==> config.mk <==
export PLATFORM = sky130hd
export DESIGN_NAME = bm_dma_regs
export DESIGN_NICKNAME = d
export VERILOG_FILES = /design/src/rtl/bm_dma_pkg.sv /design/src/rtl/bm_dma_cmd.sv /design/src/rtl/bm_dma_sts.sv /design/src/rtl/bm_dma_ptr.sv /design/src/rtl/bm_dma_regs.sv
export SDC_FILE = /design/constraint.sdc
export NUM_CORES = 1
export LEC_CHECK = 0
export CAP_MARGIN = 20
export CORE_ASPECT_RATIO = 1.25
export CORE_MARGIN = 2
export CORE_UTILIZATION = 51
export DETAILED_ROUTE_END_ITERATION = 8
export GPL_TIMING_DRIVEN = 1
export PLACE_DENSITY = 0.86
export SLEW_MARGIN = 20
export SYNTH_ARGS = -nofsm -noshare
export SYNTH_HDL_FRONTEND = slang
export SYNTH_HIERARCHICAL = 1
export SYNTH_SLANG_ARGS = --single-unit
==> constraint.sdc <==
create_clock -name clk_i -period 1.8 [get_ports clk_i]
set_clock_uncertainty 0.1 [all_clocks]
set_input_delay 0.27 -clock clk_i [delete_from_list [all_inputs] [get_ports clk_i]]
set_output_delay 0.27 -clock clk_i [all_outputs]
set_load 0.02 [all_outputs]
==> src/rtl/bm_dma_pkg.sv <==
package bm_dma_pkg;
  localparam int CMD_SS  = 0;
  localparam int CMD_DIR = 3;
  localparam int STS_ACT = 1 - 1;
  localparam int STS_ERR = 1;
  localparam int STS_INT = 2;
  localparam logic [7:0] STS_RST = 8'h60;

  typedef enum logic [1:0] {
    SEL_CMD  = 2'd0,
    SEL_STS  = 2'd1,
    SEL_PTR  = 2'd2,
    SEL_NONE = 2'd3
  } reg_sel_e;
endpackage

==> src/rtl/bm_dma_cmd.sv <==
module bm_dma_cmd
  import bm_dma_pkg::*;
(
  input  logic       clk_i,
  input  logic       rst_ni,
  input  logic       wr_i,
  input  logic [7:0] wdata_i,
  input  logic       done_i,
  output logic [7:0] cmd_o,
  output logic       start_evt_o,
  output logic       abort_evt_o
);
  logic [7:0] cmd_q, cand;
  logic       wr_eff;

  // completion wins over a same-cycle write
  assign wr_eff = wr_i && !done_i;

  always_comb begin
    cand = wdata_i;
    if (cmd_q[CMD_SS]) cand[CMD_DIR] = cmd_q[CMD_DIR];
  end

  assign start_evt_o = wr_eff && !cmd_q[CMD_SS] &&  cand[CMD_SS];
  assign abort_evt_o = wr_eff &&  cmd_q[CMD_SS] && !cand[CMD_SS];

  always_ff @(posedge clk_i or negedge rst_ni) begin
    if (!rst_ni)     cmd_q <= '0;
    else if (done_i) cmd_q[CMD_SS] <= 1'b0;
    else if (wr_eff) cmd_q <= cand;
  end

  assign cmd_o = cmd_q;
endmodule

==> src/rtl/bm_dma_sts.sv <==
module bm_dma_sts
  import bm_dma_pkg::*;
(
  input  logic       clk_i,
  input  logic       rst_ni,
  input  logic       wr_i,
  input  logic [7:0] wdata_i,
  input  logic       start_evt_i,
  input  logic       abort_evt_i,
  input  logic       done_i,
  output logic [7:0] sts_o
);
  logic [7:0] sts_q, sts_d, wval;

  always_comb begin
    wval          = wdata_i;
    wval[STS_ACT] = sts_q[STS_ACT];
    wval[STS_ERR] = sts_q[STS_ERR] && !wdata_i[STS_ERR];
    wval[STS_INT] = sts_q[STS_INT] && !wdata_i[STS_INT];

    sts_d = sts_q;
    if (done_i) begin
      sts_d[STS_ACT] = 1'b0;
      sts_d[STS_INT] = 1'b1;
    end else begin
      if (wr_i)        sts_d = wval;
      if (start_evt_i) sts_d[STS_ACT] = 1'b1;
      if (abort_evt_i) sts_d[STS_ACT] = 1'b0;
    end
  end

  always_ff @(posedge clk_i or negedge rst_ni) begin
    if (!rst_ni) sts_q <= STS_RST;
    else         sts_q <= sts_d;
  end

  assign sts_o = sts_q;
endmodule

==> src/rtl/bm_dma_ptr.sv <==
module bm_dma_ptr #(
  parameter int PTR_W = 32
) (
  input  logic             clk_i,
  input  logic             rst_ni,
  input  logic             wr_i,
  input  logic [PTR_W-1:0] wdata_i,
  output logic [PTR_W-1:0] ptr_o
);
  always_ff @(posedge clk_i or negedge rst_ni) begin
    if (!rst_ni)   ptr_o <= '0;
    else if (wr_i) ptr_o <= {wdata_i[PTR_W-1:2], 2'b00};
  end
endmodule

==> src/rtl/bm_dma_regs.sv <==
module bm_dma_regs
  import bm_dma_pkg::*;
#(
  parameter  int NUM_CH = 2,
  parameter  int PTR_W  = 32,
  localparam int CH_W   = (NUM_CH > 1) ? $clog2(NUM_CH) : 1
) (
  input  logic                    clk_i,
  input  logic                    rst_ni,
  input  logic                    bm_en_i,
  input  logic                    wr_en_i,
  input  logic [CH_W-1:0]         wr_chan_i,
  input  logic [1:0]              wr_sel_i,
  input  logic                    wr_dword_i,
  input  logic [PTR_W-1:0]        wr_data_i,
  input  logic [CH_W-1:0]         rd_chan_i,
  input  logic [1:0]              rd_sel_i,
  output logic [PTR_W-1:0]        rd_data_o,
  input  logic [NUM_CH-1:0]       done_i,
  output logic [NUM_CH-1:0]       start_o,
  output logic [NUM_CH-1:0]       abort_o,
  output logic [NUM_CH*PTR_W-1:0] start_ptr_o
);
  logic [NUM_CH-1:0][7:0]       cmd_q, sts_q;
  logic [NUM_CH-1:0][PTR_W-1:0] ptr_q;
  logic [NUM_CH-1:0]            start_evt, abort_evt;
  logic                         wr_ok;

  assign wr_ok = wr_en_i && bm_en_i;

  for (genvar c = 0; c < NUM_CH; c++) begin : g_ch
    logic hit, wr_cmd, wr_sts, wr_ptr;
    assign hit    = wr_ok && (wr_chan_i == CH_W'(c));
    assign wr_cmd = hit && (wr_sel_i == SEL_CMD) && !wr_dword_i;
    assign wr_sts = hit && (wr_sel_i == SEL_STS) && !wr_dword_i && !done_i[c];
    assign wr_ptr = hit && (wr_sel_i == SEL_PTR) &&  wr_dword_i;

    bm_dma_cmd u_cmd (
      .clk_i       (clk_i),
      .rst_ni      (rst_ni),
      .wr_i        (wr_cmd),
      .wdata_i     (wr_data_i[7:0]),
      .done_i      (done_i[c]),
      .cmd_o       (cmd_q[c]),
      .start_evt_o (start_evt[c]),
      .abort_evt_o (abort_evt[c])
    );

    bm_dma_sts u_sts (
      .clk_i       (clk_i),
      .rst_ni      (rst_ni),
      .wr_i        (wr_sts),
      .wdata_i     (wr_data_i[7:0]),
      .start_evt_i (start_evt[c]),
      .abort_evt_i (abort_evt[c]),
      .done_i      (done_i[c]),
      .sts_o       (sts_q[c])
    );

    bm_dma_ptr #(.PTR_W(PTR_W)) u_ptr (
      .clk_i   (clk_i),
      .rst_ni  (rst_ni),
      .wr_i    (wr_ptr),
      .wdata_i (wr_data_i),
      .ptr_o   (ptr_q[c])
    );

    assign start_ptr_o[c*PTR_W +: PTR_W] = ptr_q[c];
  end

  always_ff @(posedge clk_i or negedge rst_ni) begin
    if (!rst_ni) begin
      start_o <= '0;
      abort_o <= '0;
    end else begin
      start_o <= start_evt;
      abort_o <= abort_evt;
    end
  end

  always_comb begin
    rd_data_o = '0;
    if (32'(rd_chan_i) < NUM_CH) begin
      case (rd_sel_i)
        SEL_CMD: rd_data_o = PTR_W'(cmd_q[rd_chan_i]);
        SEL_STS: rd_data_o = PTR_W'(sts_q[rd_chan_i]);
        SEL_PTR: rd_data_o = ptr_q[rd_chan_i];
        default: rd_data_o = '0;
      endcase
    end
  end
endmodule

==> results_dict.tcl, run 1 <==
set metrics [dict create \
    status "complete, no violations" \
    path_cells "mux2i_1, or3_1, o221ai_2, buf_4" \
    setup_tns_ns 0 \
    rsz0062_at_grt "true" \
    seq_power_share_pct 41.6 \
    vias 3326 \
    power_frac_comb_pct 30.8 \
    wire_per_inst_microns 19.1 \
    die_w_microns 91.0 \
    routabilityCongestion 0.791 \
    via_per_inst 5.24 \
    cp_max_fo 2 \
    syn_inst 332 \
    r2r_cells 3 \
    io_buffers 140 \
    clockBufferDepth 2 \
    grt_pass1_wl_microns 19500 \
    grt_overflow 0 \
    drt_iter0_drc 97 \
    swShare_pct 29.4 \
    antenna_left 0 \
    antennaDiodeCount 0 \
    layout-drive-gt1-share_pct 38.9 \
    clock-root-buffer "clkbuf_16" \
    dp_hpwl_microns 8640 \
    clk_pin_slew_ns 0.06 \
    critical_path_class "flip-flop to output port" \
    antenna_found_initial 0 \
    r2r_slack_ns 0.51 \
    synth_seq_cells 96 \
    drc 0 \
    clk_latency_ns 0.34 \
    grt_max_degree 41 \
    max_freq_ghz 0.559 \
    cpPeakStageDelay_ns 0.36 \
    critPathLaunchType "flip-flop" \
    track_usage_pct 24.2 \
    hold_viol_final 0 \
    cts_sinks 96 \
    multi_input_area_sq_mm 0.00230 \
    slowest_stage "dfrtp_1" \
    slew_viol_final 0 \
    ys_warn_count 6 \
    regArea_sq_mm 0.00241 \
    dr.pass1.iters 4 \
    io_pins 145 \
    nFillCells 606 \
    start_util_pct 52.6 \
    syn_area_sq_mm 0.00482 \
    area_delta_synth_final_pct 42.3 \
    cp.arrival_ns 1.42 \
    die_h_microns 113 \
    dpl_cell_area_sq_mm 0.00656 \
    rows 39 \
    cap_violations 0 \
    switchingPower_mw 1.96 \
    final_nets 552 \
    wirelength_microns 12100 \
    timing.rr.end "g_ch[0].u_cmd/cmd_o[3]$_DFFE_PN0P_" \
    ir_drop_mv 0.530 \
    hp-class "input port to asynchronous set/reset pin" \
    cts_tree "built" \
    fin_ws_ns 0.0111 \
    power_frac_clock_pct 27.6 \
    coreArea_sq_mm 0.00917 \
    cp-end-kind "output port" \
    ys_types 26 \
    fin_crit_sh_pct 99.4 \
    h-tree-depth 3 \
    die_area_sq_mm 0.0103 \
    final_area_sq_mm 0.00686 \
    power.density_mw_per_mm2 970 \
    grt_pass1_vias 3654 \
    synth-seq-area-share_pct 49.9 \
    setup_viol 0 \
    finalCriticalPeriod_ns 1.79 \
    r2r-start "g_ch[0].u_cmd/cmd_o[0]$_DFFE_PN0P_" \
    place_ws_ns -0.729 \
    syn_area_per_cell_sq_um 14.5 \
    cts_made_buffers 9 \
    critPathRequiredTime_ns 1.43 \
    p_int_mw 4.70 \
    p_leak_nw 3.21 \
]
synthesized netlist by cell type, drive strengths merged:
cell	instances	share of area (%)
and3b	2	0.36
nor3b	2	0.52
clkbuf	1	0.078
nor2b	4	0.62
a21o	2	0.31
dfrtp	92	48
mux2i	50	10
nand2b	2	0.26
nand2	3	0.23
or3	8	1.0
dfstp	4	2.2
a21boi	2	0.31
nand3b	2	0.31
and2	2	0.26
o221ai	8	1.5
nand3	1	0.10
buf	24	4.6
nor4	2	0.26
nor3	4	0.42
conb	2	0.16
mux2	84	26
nor2	31	2.4
how the worst max path moves through the flow:
stage	startpoint	depth (start not counted)	end	slack, ns
after CTS	rd_chan_i	7	rd_data_o[13]	0.001
after global routing	wr_chan_i	8	g_ch[0].u_sts/sts_o[0]$_DFFE_PN0P_	-0.03
after global placement	rd_sel_i[0]	5	rd_data_o[2]	-0.70
after floorplan	wr_chan_i	5	g_ch[0].u_cmd/cmd_o[1]$_DFFE_PN0P_	0.18
after detailed placement	rd_sel_i[0]	5	rd_data_o[2]	-0.73
final	g_ch[1].u_cmd/cmd_o[1]$_DFFE_PN0P_	4	rd_data_o[1]	0.01
power groups by stage:
stage                     logic, mW  registers, mW  clock network, mW
after global routing           2.15           2.81               1.95
final                          2.05           2.77               1.83
after floorplan               0.762           3.06                  0
after global placement         2.00           2.77                  0
after detailed placement       2.05           2.79                  0
after CTS                      2.04           2.76               1.86
flip-flops by register name, indices dropped and copies added (netlist names):
register,count
start_o,2
g_ch.u_ptr/ptr_o,60
abort_o,2
g_ch.u_sts/sts_o,16
g_ch.u_cmd/cmd_o,16
area by class of cell:
| type | instances | area share [%] |
|---|---|---|
| multi-input combinational | 213 | 33.5 |
| clock buffer | 15 | 4.05 |
| tap | 123 | 2.24 |
| sequential | 96 | 35.1 |
| clock inverter | 1 | 0.128 |
| timing repair buffer | 187 | 25.0 |
layout by cell type (no fill, tap or decap), types with 3 or more instances in the layout:
cell type,n
buf_12,7
o221ai_1,5
o221ai_2,3
clkbuf_1,3
or3_1,8
dlymetal6s2s_1,4
dfstp_2,4
clkbuf_16,9
dfrtp_1,92
mux2_4,82
buf_2,13
nand2_1,3
conb_1,4
nor2_1,29
mux2i_1,47
buf_4,44
mux2i_2,3
clkbuf_8,3
clkdlybuf4s50_1,100
clkbuf_2,14
metal layers:
| metal | GRT usage [%] | routed length [microns] |
|---|---|---|
| met1 | 29.0 | 4890 |
| met2 | 43.5 | 6420 |
| met3 | 3.86 | 542 |
| met4 | 9.49 | 249 |
| met5 | 0 | 0 |
per-stage QoR:
step / cells / total power [mW] / utilization, % / hold slack [ns]
floorplan: 334 / 3.82 / - / -0.126
global placement: 612 / 4.77 / 71.5 / 0.129
detailed placement: 612 / 4.84 / 71.5 / 0.139
CTS: 628 / 6.66 / 74.5 / 0.332
global route: 635 / 6.92 / 74.8 / 0.349
finish: 635 / 6.65 / 74.8 / 0.316
kinds of logic (layout without fill, tap and decap cells):
kind of cell | after synthesis | count (layout) | share of synthesized area [%]
AOI/OAI and AO/OA | 12 | 12 | 2.08
buffers and inverters | 25 | 203 | 4.67
DFF | 96 | 96 | 49.9
muxes | 134 | 134 | 36.4
other | 2 | 4 | 0.156
and+or+nand+nor | 63 | 63 | 6.80
what timing repair did:
item	CTS	global route
setup endpoints to repair	36	45
gates resized for setup	102	50
pin swaps	0	0
buffers inserted	0	7
hold buffers	1	0
endpoints found under the hold margin	24	0
worst max-delay path, delay by kind of cell, from the launching register on:
| family | cells | cell delay (ns) |
|---|---|---|
| simple gates | 1 | 0.36 |
| compound gates | 1 | 0.10 |
| mux | 1 | 0.08 |
| flops | 1 | 0.36 |
| buf+inv | 1 | 0.18 |
Note: power is estimated with default switching activity, not from simulation.
==> run 2, diff against run 1 <==
Settings changed: GPL_ROUTABILITY_DRIVEN set to 0.
==> results of run 2 <==
Same layout as run 1: the final DEF is identical, and so are final timing and power.
